<file path="src/rtl/esc_pkg.sv">
package esc_pkg;
  // Stream tag carried by in_is_ecc
  typedef enum logic {
    TAG_PAYLOAD = 1'b0,
    TAG_CHECK   = 1'b1
  } esc_tag_e;

  // Number of tallies kept, indexed by tag value
  localparam int unsigned NUM_TALLY = 2;
endpackage

</file>
<file path="src/rtl/esc_zero_count.sv">
module esc_zero_count #(
  parameter int unsigned BYTE_W = 8,
  localparam int unsigned PC_W  = $clog2(BYTE_W + 1)
) (
  input  logic [BYTE_W-1:0] byte_i,
  output logic [PC_W-1:0]   zeros_o
);
  logic [BYTE_W-1:0] inv;

  genvar g;
  generate
    for (g = 0; g < BYTE_W; g++) begin : g_inv
      assign inv[g] = ~byte_i[g];
    end
  endgenerate

  always_comb begin
    zeros_o = '0;
    for (int i = 0; i < BYTE_W; i++) begin
      zeros_o = zeros_o + PC_W'(inv[i]);
    end
  end
endmodule

</file>
<file path="src/rtl/esc_tally.sv">
module esc_tally #(
  parameter int unsigned LIMIT = 8,
  parameter int unsigned PC_W  = 4,
  localparam int unsigned CNT_W = $clog2(LIMIT + 2)
) (
  input  logic             clk,
  input  logic             rst_n,
  input  logic             beat_i,
  input  logic             clr_i,
  input  logic             add_en_i,
  input  logic [PC_W-1:0]  add_i,
  output logic [CNT_W-1:0] cnt_q_o,
  output logic [CNT_W-1:0] cnt_d_o
);
  localparam logic [CNT_W-1:0] CAP  = CNT_W'(LIMIT + 1);
  localparam int unsigned      WIDE = (CNT_W > PC_W ? CNT_W : PC_W) + 1;

  logic [CNT_W-1:0] cnt_q;
  logic [CNT_W-1:0] base;
  logic [WIDE-1:0]  wide_sum;
  logic [CNT_W-1:0] cnt_d;

  // next-state
  always_comb begin
    base     = clr_i ? '0 : cnt_q;
    wide_sum = WIDE'(base) + WIDE'(add_i);
    if (!add_en_i) begin
      cnt_d = base;
    end else if (wide_sum > WIDE'(CAP)) begin
      cnt_d = CAP;
    end else begin
      cnt_d = CNT_W'(wide_sum);
    end
  end

  // register with explicit clock enable
  always_ff @(posedge clk or negedge rst_n) begin
    if (!rst_n) begin
      cnt_q <= '0;
    end else if (beat_i) begin
      cnt_q <= cnt_d;
    end
  end

  assign cnt_q_o = cnt_q;
  assign cnt_d_o = cnt_d;

  AST_TALLY_CAPPED: assert property (@(posedge clk) disable iff (!rst_n)
    cnt_q <= CAP);
  AST_TALLY_IDLE_HOLD: assert property (@(posedge clk) disable iff (!rst_n)
    !beat_i |=> $stable(cnt_q));
  AST_TALLY_CLEAR: assert property (@(posedge clk) disable iff (!rst_n)
    (beat_i && clr_i && !add_en_i) |=> (cnt_q == '0));
endmodule

</file>
<file path="src/rtl/esc_verdict.sv">
module esc_verdict #(
  parameter int unsigned LIMIT = 8,
  parameter int unsigned ERR_W = 4,
  localparam int unsigned CNT_W = $clog2(LIMIT + 2)
) (
  input  logic             clk,
  input  logic             rst_n,
  input  logic             close_i,
  input  logic [ERR_W-1:0] dec_errs_i,
  input  logic [CNT_W-1:0] pay_cnt_i,
  input  logic [CNT_W-1:0] chk_cnt_i,
  output logic             res_valid_o,
  output logic             res_erased_o,
  output logic             res_uncorr_o,
  output logic             res_fill_o,
  output logic [CNT_W-1:0] res_flips_o
);
  localparam int unsigned      SUM_W     = CNT_W + 1;
  localparam logic [SUM_W-1:0] SUM_LIMIT = SUM_W'(LIMIT);
  localparam logic [SUM_W-1:0] SUM_CAP   = SUM_W'(LIMIT + 1);
  localparam logic [CNT_W-1:0] CAP       = CNT_W'(LIMIT + 1);

  logic [SUM_W-1:0] sum;
  logic             trig;
  logic             erased_d, uncorr_d, fill_d;
  logic [CNT_W-1:0] flips_d;

  logic             valid_q, erased_q, uncorr_q, fill_q;
  logic [CNT_W-1:0] flips_q;

  // next-state
  always_comb begin
    sum      = SUM_W'(pay_cnt_i) + SUM_W'(chk_cnt_i);
    trig     = ({{(32-ERR_W){1'b0}}, dec_errs_i} > 32'(LIMIT));
    erased_d = trig && (sum <= SUM_LIMIT);
    uncorr_d = trig && (sum >  SUM_LIMIT);
    fill_d   = erased_d && (pay_cnt_i != '0);
    if (!trig) begin
      flips_d = '0;
    end else if (sum > SUM_CAP) begin
      flips_d = CAP;
    end else begin
      flips_d = CNT_W'(sum);
    end
  end

  // registers
  always_ff @(posedge clk or negedge rst_n) begin
    if (!rst_n) begin
      valid_q <= 1'b0;
    end else begin
      valid_q <= close_i;
    end
  end

  always_ff @(posedge clk or negedge rst_n) begin
    if (!rst_n) begin
      erased_q <= 1'b0;
      uncorr_q <= 1'b0;
      fill_q   <= 1'b0;
      flips_q  <= '0;
    end else if (close_i) begin
      erased_q <= erased_d;
      uncorr_q <= uncorr_d;
      fill_q   <= fill_d;
      flips_q  <= flips_d;
    end
  end

  assign res_valid_o  = valid_q;
  assign res_erased_o = erased_q;
  assign res_uncorr_o = uncorr_q;
  assign res_fill_o   = fill_q;
  assign res_flips_o  = flips_q;

  AST_VALID_AFTER_CLOSE: assert property (@(posedge clk) disable iff (!rst_n)
    close_i |=> valid_q);
  AST_VALID_ONLY_AFTER_CLOSE: assert property (@(posedge clk) disable iff (!rst_n)
    !close_i |=> !valid_q);
  AST_VERDICT_EXCLUSIVE: assert property (@(posedge clk) disable iff (!rst_n)
    !(erased_q && uncorr_q));
  AST_FILL_NEEDS_ERASED: assert property (@(posedge clk) disable iff (!rst_n)
    fill_q |-> erased_q);
  AST_FLIPS_BOUNDED: assert property (@(posedge clk) disable iff (!rst_n)
    flips_q <= CAP);
  AST_QUIET_BELOW_TRIGGER: assert property (@(posedge clk) disable iff (!rst_n)
    (close_i && !trig) |=> (!erased_q && !uncorr_q && flips_q == '0));
  AST_HOLD_BETWEEN: assert property (@(posedge clk) disable iff (!rst_n)
    !close_i |=> ($stable(erased_q) && $stable(flips_q)));
endmodule

</file>
<file path="src/rtl/erased_sector_check.sv">
module erased_sector_check #(
  parameter int unsigned BYTE_W = 8,
  parameter int unsigned LIMIT  = 8,
  parameter int unsigned ERR_W  = 4,
  localparam int unsigned CNT_W = $clog2(LIMIT + 2),
  localparam int unsigned PC_W  = $clog2(BYTE_W + 1)
) (
  input  logic              clk,
  input  logic              rst_n,
  input  logic              in_valid,
  input  logic [BYTE_W-1:0] in_byte,
  input  logic              in_is_ecc,
  input  logic              in_first,
  input  logic              in_last,
  input  logic [ERR_W-1:0]  dec_errs,
  output logic              res_valid,
  output logic              res_erased,
  output logic              res_uncorr,
  output logic              res_fill_ones,
  output logic [CNT_W-1:0]  res_flips
);
  import esc_pkg::*;

  logic [PC_W-1:0]  zeros;
  logic             clr;
  logic             close;
  esc_tag_e         tag;
  logic [CNT_W-1:0] cnt_q [NUM_TALLY];
  logic [CNT_W-1:0] cnt_d [NUM_TALLY];

  assign tag   = esc_tag_e'(in_is_ecc);
  assign clr   = in_valid && in_first;
  assign close = in_valid && in_last;

  esc_zero_count #(.BYTE_W(BYTE_W)) i_zero_count (
    .byte_i  (in_byte),
    .zeros_o (zeros)
  );

  genvar t;
  generate
    for (t = 0; t < NUM_TALLY; t++) begin : g_tally
      logic add_en;
      assign add_en = in_valid && (tag == esc_tag_e'(t));
      esc_tally #(.LIMIT(LIMIT), .PC_W(PC_W)) i_tally (
        .clk      (clk),
        .rst_n    (rst_n),
        .beat_i   (in_valid),
        .clr_i    (clr),
        .add_en_i (add_en),
        .add_i    (zeros),
        .cnt_q_o  (cnt_q[t]),
        .cnt_d_o  (cnt_d[t])
      );
    end
  endgenerate

  esc_verdict #(.LIMIT(LIMIT), .ERR_W(ERR_W)) i_verdict (
    .clk          (clk),
    .rst_n        (rst_n),
    .close_i      (close),
    .dec_errs_i   (dec_errs),
    .pay_cnt_i    (cnt_d[TAG_PAYLOAD]),
    .chk_cnt_i    (cnt_d[TAG_CHECK]),
    .res_valid_o  (res_valid),
    .res_erased_o (res_erased),
    .res_uncorr_o (res_uncorr),
    .res_fill_o   (res_fill_ones),
    .res_flips_o  (res_flips)
  );

  AST_CHECK_TALLY_STILL_ON_PAYLOAD: assert property (@(posedge clk) disable iff (!rst_n)
    (in_valid && !in_first && !in_is_ecc) |=> $stable(cnt_q[TAG_CHECK]));
  AST_PAYLOAD_TALLY_STILL_ON_CHECK: assert property (@(posedge clk) disable iff (!rst_n)
    (in_valid && !in_first && in_is_ecc) |=> $stable(cnt_q[TAG_PAYLOAD]));
endmodule

</file>
<file path="config.mk">
export PLATFORM = sky130hd
export DESIGN_NAME = erased_sector_check
export DESIGN_NICKNAME = d
export VERILOG_FILES = /design/src/rtl/esc_pkg.sv /design/src/rtl/esc_zero_count.sv /design/src/rtl/esc_tally.sv /design/src/rtl/esc_verdict.sv /design/src/rtl/erased_sector_check.sv
export SDC_FILE = /design/constraint.sdc
export NUM_CORES = 1
export LEC_CHECK = 0
export BUFFER_PORTS_ARGS = -buffer_cell sky130_fd_sc_hd__buf_2
export CELL_PAD_IN_SITES_DETAIL_PLACEMENT = 1
export CELL_PAD_IN_SITES_GLOBAL_PLACEMENT = 1
export CORE_ASPECT_RATIO = 0.9
export CORE_UTILIZATION = 38
export CTS_CLUSTER_DIAMETER = 40
export DETAILED_ROUTE_END_ITERATION = 8
export GPL_TIMING_DRIVEN = 0
export HOLD_SLACK_MARGIN = 0.05
export PLACE_DENSITY = 0.86
export SYNTH_ARGS = -nofsm -noshare
export SYNTH_HDL_FRONTEND = slang
export SYNTH_SLANG_ARGS = --single-unit
</file>
<file path="constraint.sdc">
create_clock -name clk -period 3.4 [get_ports clk]
set_clock_uncertainty 0.15 [all_clocks]
set_input_delay 0.34 -clock clk [delete_from_list [all_inputs] [get_ports clk]]
set_output_delay 0.34 -clock clk [all_outputs]
set_load 0.1 [all_outputs]
</file>
==> Yosys cells after proc, flatten, opt, wreduce, memory -nomap -nowiden <==
Index checks and enable logic that the tools add are counted.
{ "op_classes": {"reduce_logical": 8, "order_cmp": 6, "n_bitwise": 9, "n_mux": 8, "n_addsub": 10} }
{ "op_table": {"columns": ["cell", "count"], "rows": [
  ["two-way mux 4 bit", 8],
  ["adder 4 x 1 -> 4 bit", 6],
  ["greater-than comparator 5 x 4 -> 1 bit, second input constant", 4],
  ["adder 4 x 4 -> 5 bit", 3],
  ["inverter 1 bit", 9],
  ["logical AND 1 bit", 7],
  ["<= comparator 5 x 4 -> 1 bit, second input constant", 1],
  ["greater-than comparator 4 bit, second input constant", 1],
  ["nonzero test 4 bit", 1],
  ["adder 1 x 1 -> 2 bit", 1]
]} }
{ "word_totals": {"out_inout_bits": 8, "reg_bits": 16} }

==> Depth between registers and ports, before layout <==
{ "logic_depth": {"depth_word": 16, "ltp_mapped": 21, "mapped_depth_nobuf": 21} }

==> Cells and area by module <==
A second synthesis with hierarchy kept.
{ "unflattened": {"cells_unflattened": 167, "area_unflattened_um2": 1519.0} }
{ "modules_own_cells": {"columns": ["module", "n_inst", "cells_each", "area_per_inst_um2"], "rows": [
  ["esc_tally", 2, 48, 411.6],
  ["esc_verdict", 1, 46, 488.0],
  ["esc_zero_count", 1, 21, 178.9],
  ["erased_sector_check", 1, 4, 28.8]
]} }

==> Worst setup path before layout <==
No wires, ideal clock.
{ "synth_path": {"kind": "input-to-reg", "start": "input port in_byte[0]", "end": "register i_verdict.flips_q[0] (netlist: i_verdict.res_flips_o[0])", "required_time_ns": 3.128, "arrival_ns": 5.014, "stages": 21, "setup_slack_ns": -1.885, "n_path_buf": 0, "path_cell_list": "inv_1 ha_1 fa_1 fa_1 fa_1 inv_1 fa_1 inv_1 ha_1 a21o_1 a21oi_2 xnor2_1 a211oi_1 o21ai_0 ha_1 fa_1 a21o_1 a21oi_2 nor2b_1 o21ai_1 a22o_1"} }
{ "synth_lines": {"columns": ["element", "line_no", "text"], "rows": [
  ["start, declared", "erased_sector_check.sv:11", "input logic [BYTE_W-1:0] in_byte,"],
  ["end signal, assigned", "esc_verdict.sv:66", "flips_q <= flips_d;"],
  ["end, declared", "esc_verdict.sv:29", "logic [CNT_W-1:0] flips_q;"]
]} }

==> impl_metrics.env <==
export IMPL_max_stage_delay_ps=510
export IMPL_drive_gt1_frac=0.396
export IMPL_tns_ps=-13950
export IMPL_die_height_um=59.2
export IMPL_peakVddDrop_mv=0.463
export IMPL_ys_flop_type="dfrtp_1"
export IMPL_cp_end_kind="flip-flop"
export IMPL_min_path_cells=2
export IMPL_cts_htree_levels=1
export IMPL_rsz0062_at_grt="yes"
export IMPL_status="finished, violations left"
export IMPL_crit_chain="buf_8 > inv_12 > ha_4 > fa_1 > fa_1 > fa_2 > inv_2 > fa_2 > inv_4 > ha_4 > a21o_1 > a21oi_2 > xnor2_2 > a211oi_2 > o21ai_1 > ha_2 > fa_2 > a21o_1 > a21oi_4 > nor2b_2 > o21ai_1 > a22o_1"
export IMPL_grt_pass1_vias=1383
export IMPL_yosysWarnings=0
export IMPL_placed_cells_incl_taps=218
export IMPL_synth_seq_cells=16
export IMPL_grt_usage=0.228
export IMPL_path_buf_inv=4
export IMPL_vias=1264
export IMPL_tightest_slew_ps=549
export IMPL_core_area_sq_um=3430
export IMPL_firstDrtPassIters=4
export IMPL_initial_core_util=0.403
export IMPL_top_level_ports=26
export IMPL_reg2reg_depth=15
export IMPL_yosysMostFrequentCell="inv_1"
export IMPL_grt_pass1_wl_mm=6.39
export IMPL_p_per_area_nw_per_um2=1080
export IMPL_ys_seq_area_frac=0.290
export IMPL_path_common_cell="fa_2"
export IMPL_clockBufferDepth=2
export IMPL_ys_types=32
export IMPL_syn_avg_cell_area_sq_um=9.28
export IMPL_die_x_um=65.6
export IMPL_period_share=1.49
export IMPL_overflow=0
export IMPL_syn_inst=149
export IMPL_clk_latency_ps=260
export IMPL_cts_tree="done"
export IMPL_slew_headroom=0.630
export IMPL_fin_cells=236
export IMPL_syn_to_final_growth_pct=37.5
export IMPL_final_min_clock_period_ps=5070
export IMPL_synthTopCellsByArea="dfrtp_1 29%, ha_1 14%, fa_1 10%, a22o_1 7.0%, inv_1 5.4%"
export IMPL_hp_start="i_verdict.res_erased_o$_DFFE_PN0P_"
export IMPL_io_buffers=25
export IMPL_viasPerCell=5.36
export IMPL_slew_viol_final=0
export IMPL_crit_arrival_ps=5060
export IMPL_grt_antenna_before_repair=0
export IMPL_clock_sinks=16
export IMPL_wl_mm=3.99
export IMPL_core_rowCount=20
export IMPL_worstHoldEndpoint="i_verdict.res_erased_o$_DFFE_PN0P_"
export IMPL_first_iter_violations=76
export IMPL_dpl_instance_area_sq_um=1620
export IMPL_synthArstFlopShare=1.00
export IMPL_wl_per_cell_um=16.9
export IMPL_synth_edf_count=0
export IMPL_cp_slowest_cell="fa_1"
export IMPL_cp_start_kind="primary input"
export IMPL_r2r_slack_ps=-90
export IMPL_worstReg2RegEnd="i_verdict.res_flips_o[0]$_DFFE_PN0P_"
export IMPL_drc_errors=0
export IMPL_cts_made_buffers=3
export IMPL_violations="setup timing"
export IMPL_place_ws_ps=-2190
export IMPL_path_clk_slew_ps=70
export IMPL_root_buffer="clkbuf_8"
export IMPL_nNetsFinal=233
export IMPL_syn_num_nets=189
export IMPL_dieArea_sq_um=3880
export IMPL_grt_max_degree=17
export IMPL_final_area_sq_um=1900
export IMPL_hold_viol=0
export IMPL_synthTopCellsByCount="20 x inv_1, 17 x nand2_1, 16 x dfrtp_1"
export IMPL_syn_area_sq_um=1380
export IMPL_fin_util=0.554
export IMPL_crit_type="in2reg"
export IMPL_min_path_type="reg2reg"
export IMPL_synth_top_area_share=0.290
export IMPL_path_max_fanout=3
export IMPL_setup_slack_ps=-1670
export IMPL_r2r_start="g_tally[0].i_tally.cnt_q_o[0]$_DFFE_PN0P_"
export IMPL_hpwl_mm=2.97
export IMPL_setup_viol=15
export IMPL_num_antenna_cells=0
export IMPL_crit_family="adder cells"
export IMPL_yosys_area_top_type="dfrtp_1"
export IMPL_cap_violations=0
export IMPL_leakage_nw=0.994
export IMPL_clock_fmax_mhz=197
export IMPL_crit_required_ps=3390
export IMPL_place_gp_congestion=0.847
export IMPL_antenna_left=0
-- how the worst max path moves through the flow --
stage | start | endpoint | slack [ps] | cells past startpoint
detailed placement | in_byte[1] | i_verdict.res_flips_o[0]$_DFFE_PN0P_ | -2190 | 22
finish | in_byte[1] | i_verdict.res_flips_o[0]$_DFFE_PN0P_ | -1670 | 22
global placement | in_byte[1] | i_verdict.res_fill_o$_DFFE_PN0P_ | -1990 | 22
floorplan | in_byte[1] | i_verdict.res_flips_o[0]$_DFFE_PN0P_ | -1560 | 21
global route | in_byte[1] | i_verdict.res_flips_o[0]$_DFFE_PN0P_ | -1800 | 22
CTS | in_byte[1] | i_verdict.res_flips_o[0]$_DFFE_PN0P_ | -1640 | 22
-- sequential cells by signal, summed over array words and instances (netlist names) --
register,count
i_verdict.res_fill_o,1
i_verdict.res_erased_o,1
g_tally.i_tally.cnt_q_o,8
i_verdict.res_flips_o,4
i_verdict.res_uncorr_o,1
i_verdict.res_valid_o,1
-- layer usage --
metal | part of all wire | global-route usage | vias up
li1 | - | - | 603
met1 | 0.42 | 0.257 | 622
met2 | 0.52 | 0.418 | 22
met3 | 0.023 | 0.0519 | 17
met4 | 0.029 | 0.0901 | 0
met5 | 0 | 0 | -
-- worst min-delay path, stage by stage (launching register included) --
cell	delay [ps]
dfrtp_1	340
nand2_1	60
nand2_1	50
-- report_power, final --
part	switching [W]	internal, W	leakage (nW)	total [W]
combinational	0.000919	0.000650	0.756	0.00157
clock	0.0000724	0.000103	0.0288	0.000175
sequential	0.0000438	0.000269	0.209	0.000312
total	0.00104	0.00102	0.994	0.00206
-- cell families (layout without fill, tap and decap cells) --
kind of cell | count (synthesis) | after routing | synth area share
compound gates | 44 | 44 | 0.232
xor+xnor | 6 | 6 | 0.0434
fa+ha+maj | 22 | 22 | 0.237
buf+inv | 21 | 64 | 0.0570
flops | 16 | 16 | 0.290
simple gates | 40 | 40 | 0.141
-- stage by stage --
stage | power (W) | hold slack, ps
3_5_place_dp | 0.00157 | 139
3_3_place_gp | 0.00149 | 122
4_1_cts | 0.00196 | 338
5_1_grt | 0.00219 | 364
2_1_floorplan | 0.00131 | -106
6_report | 0.00206 | 329
-- timing repair --
item	in CTS	in global routing
setup endpoints to repair	15	15
endpoints found under the hold margin	16	0
hold buffers	1	0
pin swaps	14	6
buffers inserted	7	6
gates resized for setup	17	7
-- layout make-up --
| cell class | instances | area, sq um |
|---|---|---|
| clock buffers | 4 | 55.1 |
| inverters | 20 | 90.1 |
| well taps | 44 | 55.1 |
| fillers | 394 | 1530 |
| multi-input cells | 112 | 1040 |
| flip-flops and latches | 16 | 400 |
| plain buffers | 1 | 3.75 |
| repair buffers | 39 | 256 |
-- cell usage in the layout, fill, tap and decap left out, drive strengths merged, types with 3 or more instances in the layout --
master,netlist,routed
dfrtp,16,16
o21ai,13,13
a21oi,6,6
xnor2,3,3
a22o,11,11
nor2,6,6
nor2b,4,4
nand2,17,17
fa,7,7
buf,0,38
xor2,3,3
inv,20,20
and2,8,8
clkbuf,1,5
ha,15,15
a21o,4,4
No activity file was read; power rests on OpenSTA's default activity.
